[src/rtl/spi_rom_pkg.sv]
package spi_rom_pkg;

  typedef enum logic [1:0] {
    MODE_READ  = 2'd0,
    MODE_FAST  = 2'd1,
    MODE_IDENT = 2'd2,
    MODE_NONE  = 2'd3
  } rom_mode_e;

  localparam int HDR_MAX  = 40;
  localparam int ID_BYTES = 3;

  function automatic logic [7:0] mode_opcode(rom_mode_e m);
    case (m)
      MODE_READ:  return 8'h03;
      MODE_FAST:  return 8'h0B;
      MODE_IDENT: return 8'h9F;
      default:    return 8'h00;
    endcase
  endfunction

  function automatic logic [5:0] mode_hdr_bits(rom_mode_e m);
    case (m)
      MODE_READ:  return 6'd32;
      MODE_FAST:  return 6'd40;
      MODE_IDENT: return 6'd8;
      default:    return 6'd0;
    endcase
  endfunction

  function automatic logic mode_legal(rom_mode_e m, logic len_zero);
    return (m == MODE_IDENT) || ((m != MODE_NONE) && !len_zero);
  endfunction

endpackage

[src/rtl/spi_rom_sckgen.sv]
module spi_rom_sckgen #(
  parameter int CW = 2
) (
  input  logic          clk,
  input  logic          rst_n,
  input  logic          run,
  input  logic [CW-1:0] half,
  input  logic          hold,
  output logic          sck,
  output logic          rise_now,
  output logic          fall_now
);

  logic [CW-1:0] cnt;
  logic          at_end;

  assign at_end   = (cnt == half - 1'b1);
  assign rise_now = run && !sck && at_end && !hold;
  assign fall_now = run && sck && at_end;

  always_ff @(posedge clk) begin
    if (!rst_n) begin
      cnt <= '0;
      sck <= 1'b0;
    end else if (!run) begin
      cnt <= '0;
      sck <= 1'b0;
    end else if (rise_now || fall_now) begin
      cnt <= '0;
      sck <= ~sck;
    end else if (!at_end) begin
      cnt <= cnt + 1'b1;
    end
  end

endmodule

[src/rtl/spi_rom_gap.sv]
module spi_rom_gap #(
  parameter int GAP_CYC = 8
) (
  input  logic clk,
  input  logic rst_n,
  input  logic cs_release,
  output logic gap_busy
);

  localparam int GW = $clog2(GAP_CYC + 1);

  logic [GW-1:0] cnt;

  always_ff @(posedge clk) begin
    if (!rst_n)          cnt <= '0;
    else if (cs_release) cnt <= GW'(GAP_CYC);
    else if (cnt != '0)  cnt <= cnt - 1'b1;
  end

  assign gap_busy = (cnt != '0);

endmodule

[src/rtl/spi_rom_reader.sv]
module spi_rom_reader
  import spi_rom_pkg::*;
#(
  parameter int ADDR_W  = 23,
  parameter int LEN_W   = 8,
  parameter int HALF_RD = 3,
  parameter int HALF_FR = 2,
  parameter int GAP_CYC = 8
) (
  input  logic              clk,
  input  logic              rst_n,
  input  logic              req_valid,
  input  logic [1:0]        req_mode,
  input  logic [ADDR_W-1:0] req_addr,
  input  logic [LEN_W-1:0]  req_len,
  output logic              busy,
  output logic              sck,
  output logic              cs_n,
  output logic              mosi,
  input  logic              miso,
  output logic [7:0]        out_data,
  output logic              out_valid,
  input  logic              out_ready
);

  localparam int HALF_MAX = (HALF_RD > HALF_FR) ? HALF_RD : HALF_FR;
  localparam int CW       = $clog2(HALF_MAX + 1);

  rom_mode_e            req_m;
  rom_mode_e            mode_q;
  logic                 act;
  logic [HDR_MAX-1:0]   hdr_sr;
  logic [5:0]           hdr_left;
  logic [2:0]           bit_idx;
  logic [LEN_W-1:0]     bytes_left;
  logic [6:0]           rx_sr;
  logic                 done;
  logic                 gap_busy;
  logic [CW-1:0]        half_sel;

  // named events
  logic accept, data_phase, byte_edge, hold, rise_now, fall_now, byte_done, txn_end;

  function automatic logic [HDR_MAX-1:0] header_word(rom_mode_e m, logic [ADDR_W-1:0] a);
    logic [HDR_MAX-1:0] w;
    w = '0;
    w[HDR_MAX-1 -: 8] = mode_opcode(m);
    w[8 +: ADDR_W]    = a;
    return w;
  endfunction

  assign req_m      = rom_mode_e'(req_mode);
  assign busy       = act || gap_busy;
  assign cs_n       = ~act;
  assign mosi       = hdr_sr[HDR_MAX-1];
  assign accept     = req_valid && !busy && mode_legal(req_m, req_len == '0);
  assign data_phase = (hdr_left == '0);
  assign byte_edge  = data_phase && (bit_idx == 3'd7);
  assign hold       = byte_edge && out_valid && !out_ready;
  assign byte_done  = rise_now && byte_edge;
  assign txn_end    = fall_now && done;
  assign half_sel   = (mode_q == MODE_FAST) ? CW'(HALF_FR) : CW'(HALF_RD);

  spi_rom_sckgen #(.CW(CW)) u_sckgen (
    .clk      (clk),
    .rst_n    (rst_n),
    .run      (act),
    .half     (half_sel),
    .hold     (hold),
    .sck      (sck),
    .rise_now (rise_now),
    .fall_now (fall_now)
  );

  spi_rom_gap #(.GAP_CYC(GAP_CYC)) u_gap (
    .clk        (clk),
    .rst_n      (rst_n),
    .cs_release (txn_end),
    .gap_busy   (gap_busy)
  );

  // sequencer: header, data capture, end of transaction
  always_ff @(posedge clk) begin
    if (!rst_n) begin
      act        <= 1'b0;
      mode_q     <= MODE_READ;
      hdr_sr     <= '0;
      hdr_left   <= '0;
      bit_idx    <= '0;
      bytes_left <= '0;
      rx_sr      <= '0;
      done       <= 1'b0;
    end else if (accept) begin
      act        <= 1'b1;
      mode_q     <= req_m;
      hdr_sr     <= header_word(req_m, req_addr);
      hdr_left   <= mode_hdr_bits(req_m);
      bit_idx    <= '0;
      bytes_left <= (req_m == MODE_IDENT) ? LEN_W'(ID_BYTES) : req_len;
      done       <= 1'b0;
    end else begin
      if (rise_now) begin
        if (!data_phase) begin
          hdr_left <= hdr_left - 1'b1;
        end else begin
          rx_sr   <= {rx_sr[5:0], miso};
          bit_idx <= bit_idx + 1'b1;
          if (byte_edge) begin
            bytes_left <= bytes_left - 1'b1;
            if (bytes_left == LEN_W'(1)) done <= 1'b1;
          end
        end
      end
      if (fall_now) hdr_sr <= {hdr_sr[HDR_MAX-2:0], 1'b0};
      if (txn_end) begin
        act  <= 1'b0;
        done <= 1'b0;
      end
    end
  end

  // output stream register
  always_ff @(posedge clk) begin
    if (!rst_n) begin
      out_valid <= 1'b0;
      out_data  <= '0;
    end else if (byte_done) begin
      out_valid <= 1'b1;
      out_data  <= {rx_sr, miso};
    end else if (out_ready) begin
      out_valid <= 1'b0;
    end
  end

endmodule

[config.mk]
export PLATFORM = sky130hd
export DESIGN_NAME = spi_rom_reader
export DESIGN_NICKNAME = d
export VERILOG_FILES = /design/src/rtl/spi_rom_pkg.sv /design/src/rtl/spi_rom_sckgen.sv /design/src/rtl/spi_rom_gap.sv /design/src/rtl/spi_rom_reader.sv
export SDC_FILE = /design/constraint.sdc
export NUM_CORES = 1
export LEC_CHECK = 0
export ABC_AREA = 1
export CAP_MARGIN = 30
export CORE_ASPECT_RATIO = 1.2
export CORE_MARGIN = 5
export CORE_UTILIZATION = 40
export DETAILED_ROUTE_END_ITERATION = 12
export PLACE_DENSITY = 0.68
export SLEW_MARGIN = 10
export SYNTH_ARGS = -nofsm -noshare
export SYNTH_HDL_FRONTEND = slang
export SYNTH_HIERARCHICAL = 1
export SYNTH_SLANG_ARGS = --single-unit
[constraint.sdc]
create_clock -name clk -period 2.3 [get_ports clk]
set_clock_uncertainty 0.2 [all_clocks]
set_input_delay 0.23 -clock clk [delete_from_list [all_inputs] [get_ports clk]]
set_output_delay 0.23 -clock clk [all_outputs]
set_load 0.03 [all_outputs]
==> metrics <==
CTS tree done; Initial DRC Count about 150; placed cells 684; Fillers around 900; commonest non-fill, non-tap cell in the layout nand2_1; hold path depth 2; All-Layer GR Usage between 10% and 20%; Int Power approximately 3.3 mW; VDD IR-drop max about 0.00058 V; Syn Area/Cell ~7.5 um^2; largest net degree at the start of global routing 38; clk_lat worst skew between 300 and 400 ps; Achievable Freq ~450 MHz; fin nets roughly 620; DR WL/cell 12.25 um; routed vias roughly 3400; Crit-path slowest cell dfxtp_1; Register-to-Register Path Depth 13; Placement Rows 39; switch share between 30% and 40%; residual DRC count 0; Global Route met1 Usage between 10% and 20%; CP Depth 13; top cells by area, synth dfxtp_1, nand2_1, nor2_1; Final period util between 90 and 100%; first-pass detailed-route iteration total 4; fin cells roughly 700; status complete, no violations; first-pass GRT wire length 14240 um; final hold vios 0; kind of end point of the critical path flop; area leader, netlist dfxtp_1; clock sink count 76; crit-path max cell delay 320 ps; vias in the first global route 3271; die area around 12000 um^2; setup ws final 64.33 ps; busiest grt layer met2; Comb power frac 36.9%; CP Launch Type flop; die width roughly 99 um; Antenna Nets Post-Route 0; Clock power frac 28.6%; Hold Path Class flop to flop; Final Slew Violations 0; Die Y approximately 120 um; CP most frequent cell nand2_1; Root Driver clkbuf_16; hold buffer count at cts 0; Worst Path Class, Setup flop to flop; H-tree Lvls 3; Max-Cap Viols 0; dpl ws -68.95 ps; critical path required time 2320 ps; io pins 51; yosys warns 6; global routing usage on met3 under 10%; # diodes 0; flops & latches, synth 76; Routed WL 8597 um; sequential area share after synthesis 39.73%; register share of total power around 35%; Core ar. around 9500 um^2; crit path buf inv count 2; Tmin final 2236 ps; GPL Wtd Cong approximately 0.80; GRT overflow 0; Max FO, Critical Path 11; cells after synthesis 510; synth unique cells 36; top-area cell type share of the netlist area around two fifths; number of CTS-inserted buffers 9; LEAKAGE between 2 and 2.5 nW; Clock Path Buffers 2; Setup Viol. Count Final 0; PwrDens between 1000 and 1500 nW/um^2; worst-case hold slack approximately 250 ps; RR Startpoint bit_idx[0]$_SDFFE_PP0P_; starting density of the core 40.46%; PortBufs 50; Via-to-Cell Ratio ~4.9; synthesis-to-layout area growth 28.45%; cell area after synthesis 3830 um^2; cell family with most CP delay simple AND/OR/NAND/NOR gates; DPL Wire Length between 6000 and 7000 um; CTS clk-pin slew, worst paths approximately 60 ps; hold_sp hdr_sr[31]$_SDFFE_PP0P_; crit path from bit_idx[0]$_SDFFE_PP0P_; crit path DAT approximately 2300 ps; most frequent cells in the layout nand2_1, nor2_1, dfxtp_1; antenna violations before repair 0; met2 usage in global routing between 20% and 30%; share of layout cells above drive strength 1 between 10% and 20%; P_sw between 1.5 and 2 mW; setup TNS 0 ps; Cell Chain, Critical Path ha_1 -> ha_2 -> inv_2 -> nor3_2 -> nor2_1 -> nand2_1 -> nor2_4 -> nand3_1 -> buf_4 -> nand2_1 -> nand2_1 -> nand2_1 -> a21oi_1
through the flow:
| stage | total power, mW | cell area [um^2] | utilization (%) |
|---|---|---|---|
| 6_report | 5.217 | 4920 | 51.97 |
| 5_1_grt | 5.579 | 4920 | 51.97 |
| 4_1_cts | 5.160 | 4852 | 51.26 |
| 3_5_place_dp | 3.659 | 4528 | 47.83 |
| 3_3_place_gp | 3.617 | 4528 | 47.83 |
| 2_1_floorplan | 3.236 | 3837 | - |
timing repair:
action / 4_1_cts / 5_1_grt
gates cloned: 0 / 1
endpoints found under the setup margin: 33 / 46
pin swaps: 0 / 3
setup buffers: 0 / 1
resized for setup: 4 / 18
state kept, by name, indices dropped and copies added, names as in the netlist:
register	flops
hdr_sr	32
bytes_left	8
out_data	8
rx_sr	7
hdr_left	6
u_gap/cnt	4
bit_idx	3
mode_q	2
u_sckgen/cnt	2
act	1
done	1
out_valid	1
u_sckgen/sck	1
path summary, 6_finish.rpt:
path                                end  slack [ps]
max reg2reg  bytes_left[0]$_SDFFE_PN0P_          60
min reg2reg     hdr_sr[32]$_SDFFE_PN0P_         250
min             hdr_sr[32]$_SDFFE_PN0P_         250
max          bytes_left[0]$_SDFFE_PN0P_          60
synth_stat cells, drive strengths merged:
library cell    n
dfxtp          76
inv            45
mux2i          22
clkbuf          7
clkinv          2
o21a            1
or2             2
xor2            4
nor3            3
xnor2           4
a21oi          24
conb            1
nand3          28
nor3b           1
nor2          100
nand4           4
buf            13
o211ai          1
a211oi         13
nand3b          1
o21ai          39
ha             12
nand2         105
o21bai          2
worst register-to-register path: cells and delay by family, from the launching register on:
family / cells / cell delay (ps)
flops: 1 / 320
fa+ha+maj: 2 / 400
compound gates: 1 / 60
simple gates: 8 / 810
buf+inv: 2 / 330
area by class of cell:
cell class	count	area, um^2	share of cell area, %
inverter	47	178.9	3.637
tap	123	153.9	3.128
clock buffer	9	225.2	4.578
timing repair buffer	70	686.9	13.96
multi-input combinational	370	2063	41.94
clock inverter	7	90.09	1.831
sequential	76	1521	30.93
cells by family (layout without fill, tap and decap cells):
kind of cell,after synthesis,count (layout),synth area share [%]
AOI/OAI and AO/OA,80,81,12.94
xor gates and xnor gates,8,8,1.829
adders and majority gates,12,12,3.920
buffers and inverters,67,133,8.364
DFF,76,76,39.73
muxes,22,22,5.750
other,1,3,0.09791
and+or+nand+nor,244,244,27.38
power groups by stage:
| stage | registers (mW) | logic (mW) | clock network [mW] |
|---|---|---|---|
| after floorplan | 1.77 | 1.46 | 0 |
| after global placement | 1.82 | 1.80 | 0 |
| final | 1.80 | 1.92 | 1.49 |
| after CTS | 1.80 | 1.85 | 1.51 |
| after detailed placement | 1.82 | 1.83 | 0 |
| after global routing | 1.84 | 2.17 | 1.58 |
routing by layer:
| layer | share of wire [%] | routed length (um) |
|---|---|---|
| met4 | 2.0 | 170 |
| met3 | 3.9 | 336 |
| met1 | 45 | 3849 |
| met2 | 49 | 4241 |
| met5 | 0 | 0 |
Note: power is estimated with default switching activity, not from simulation.
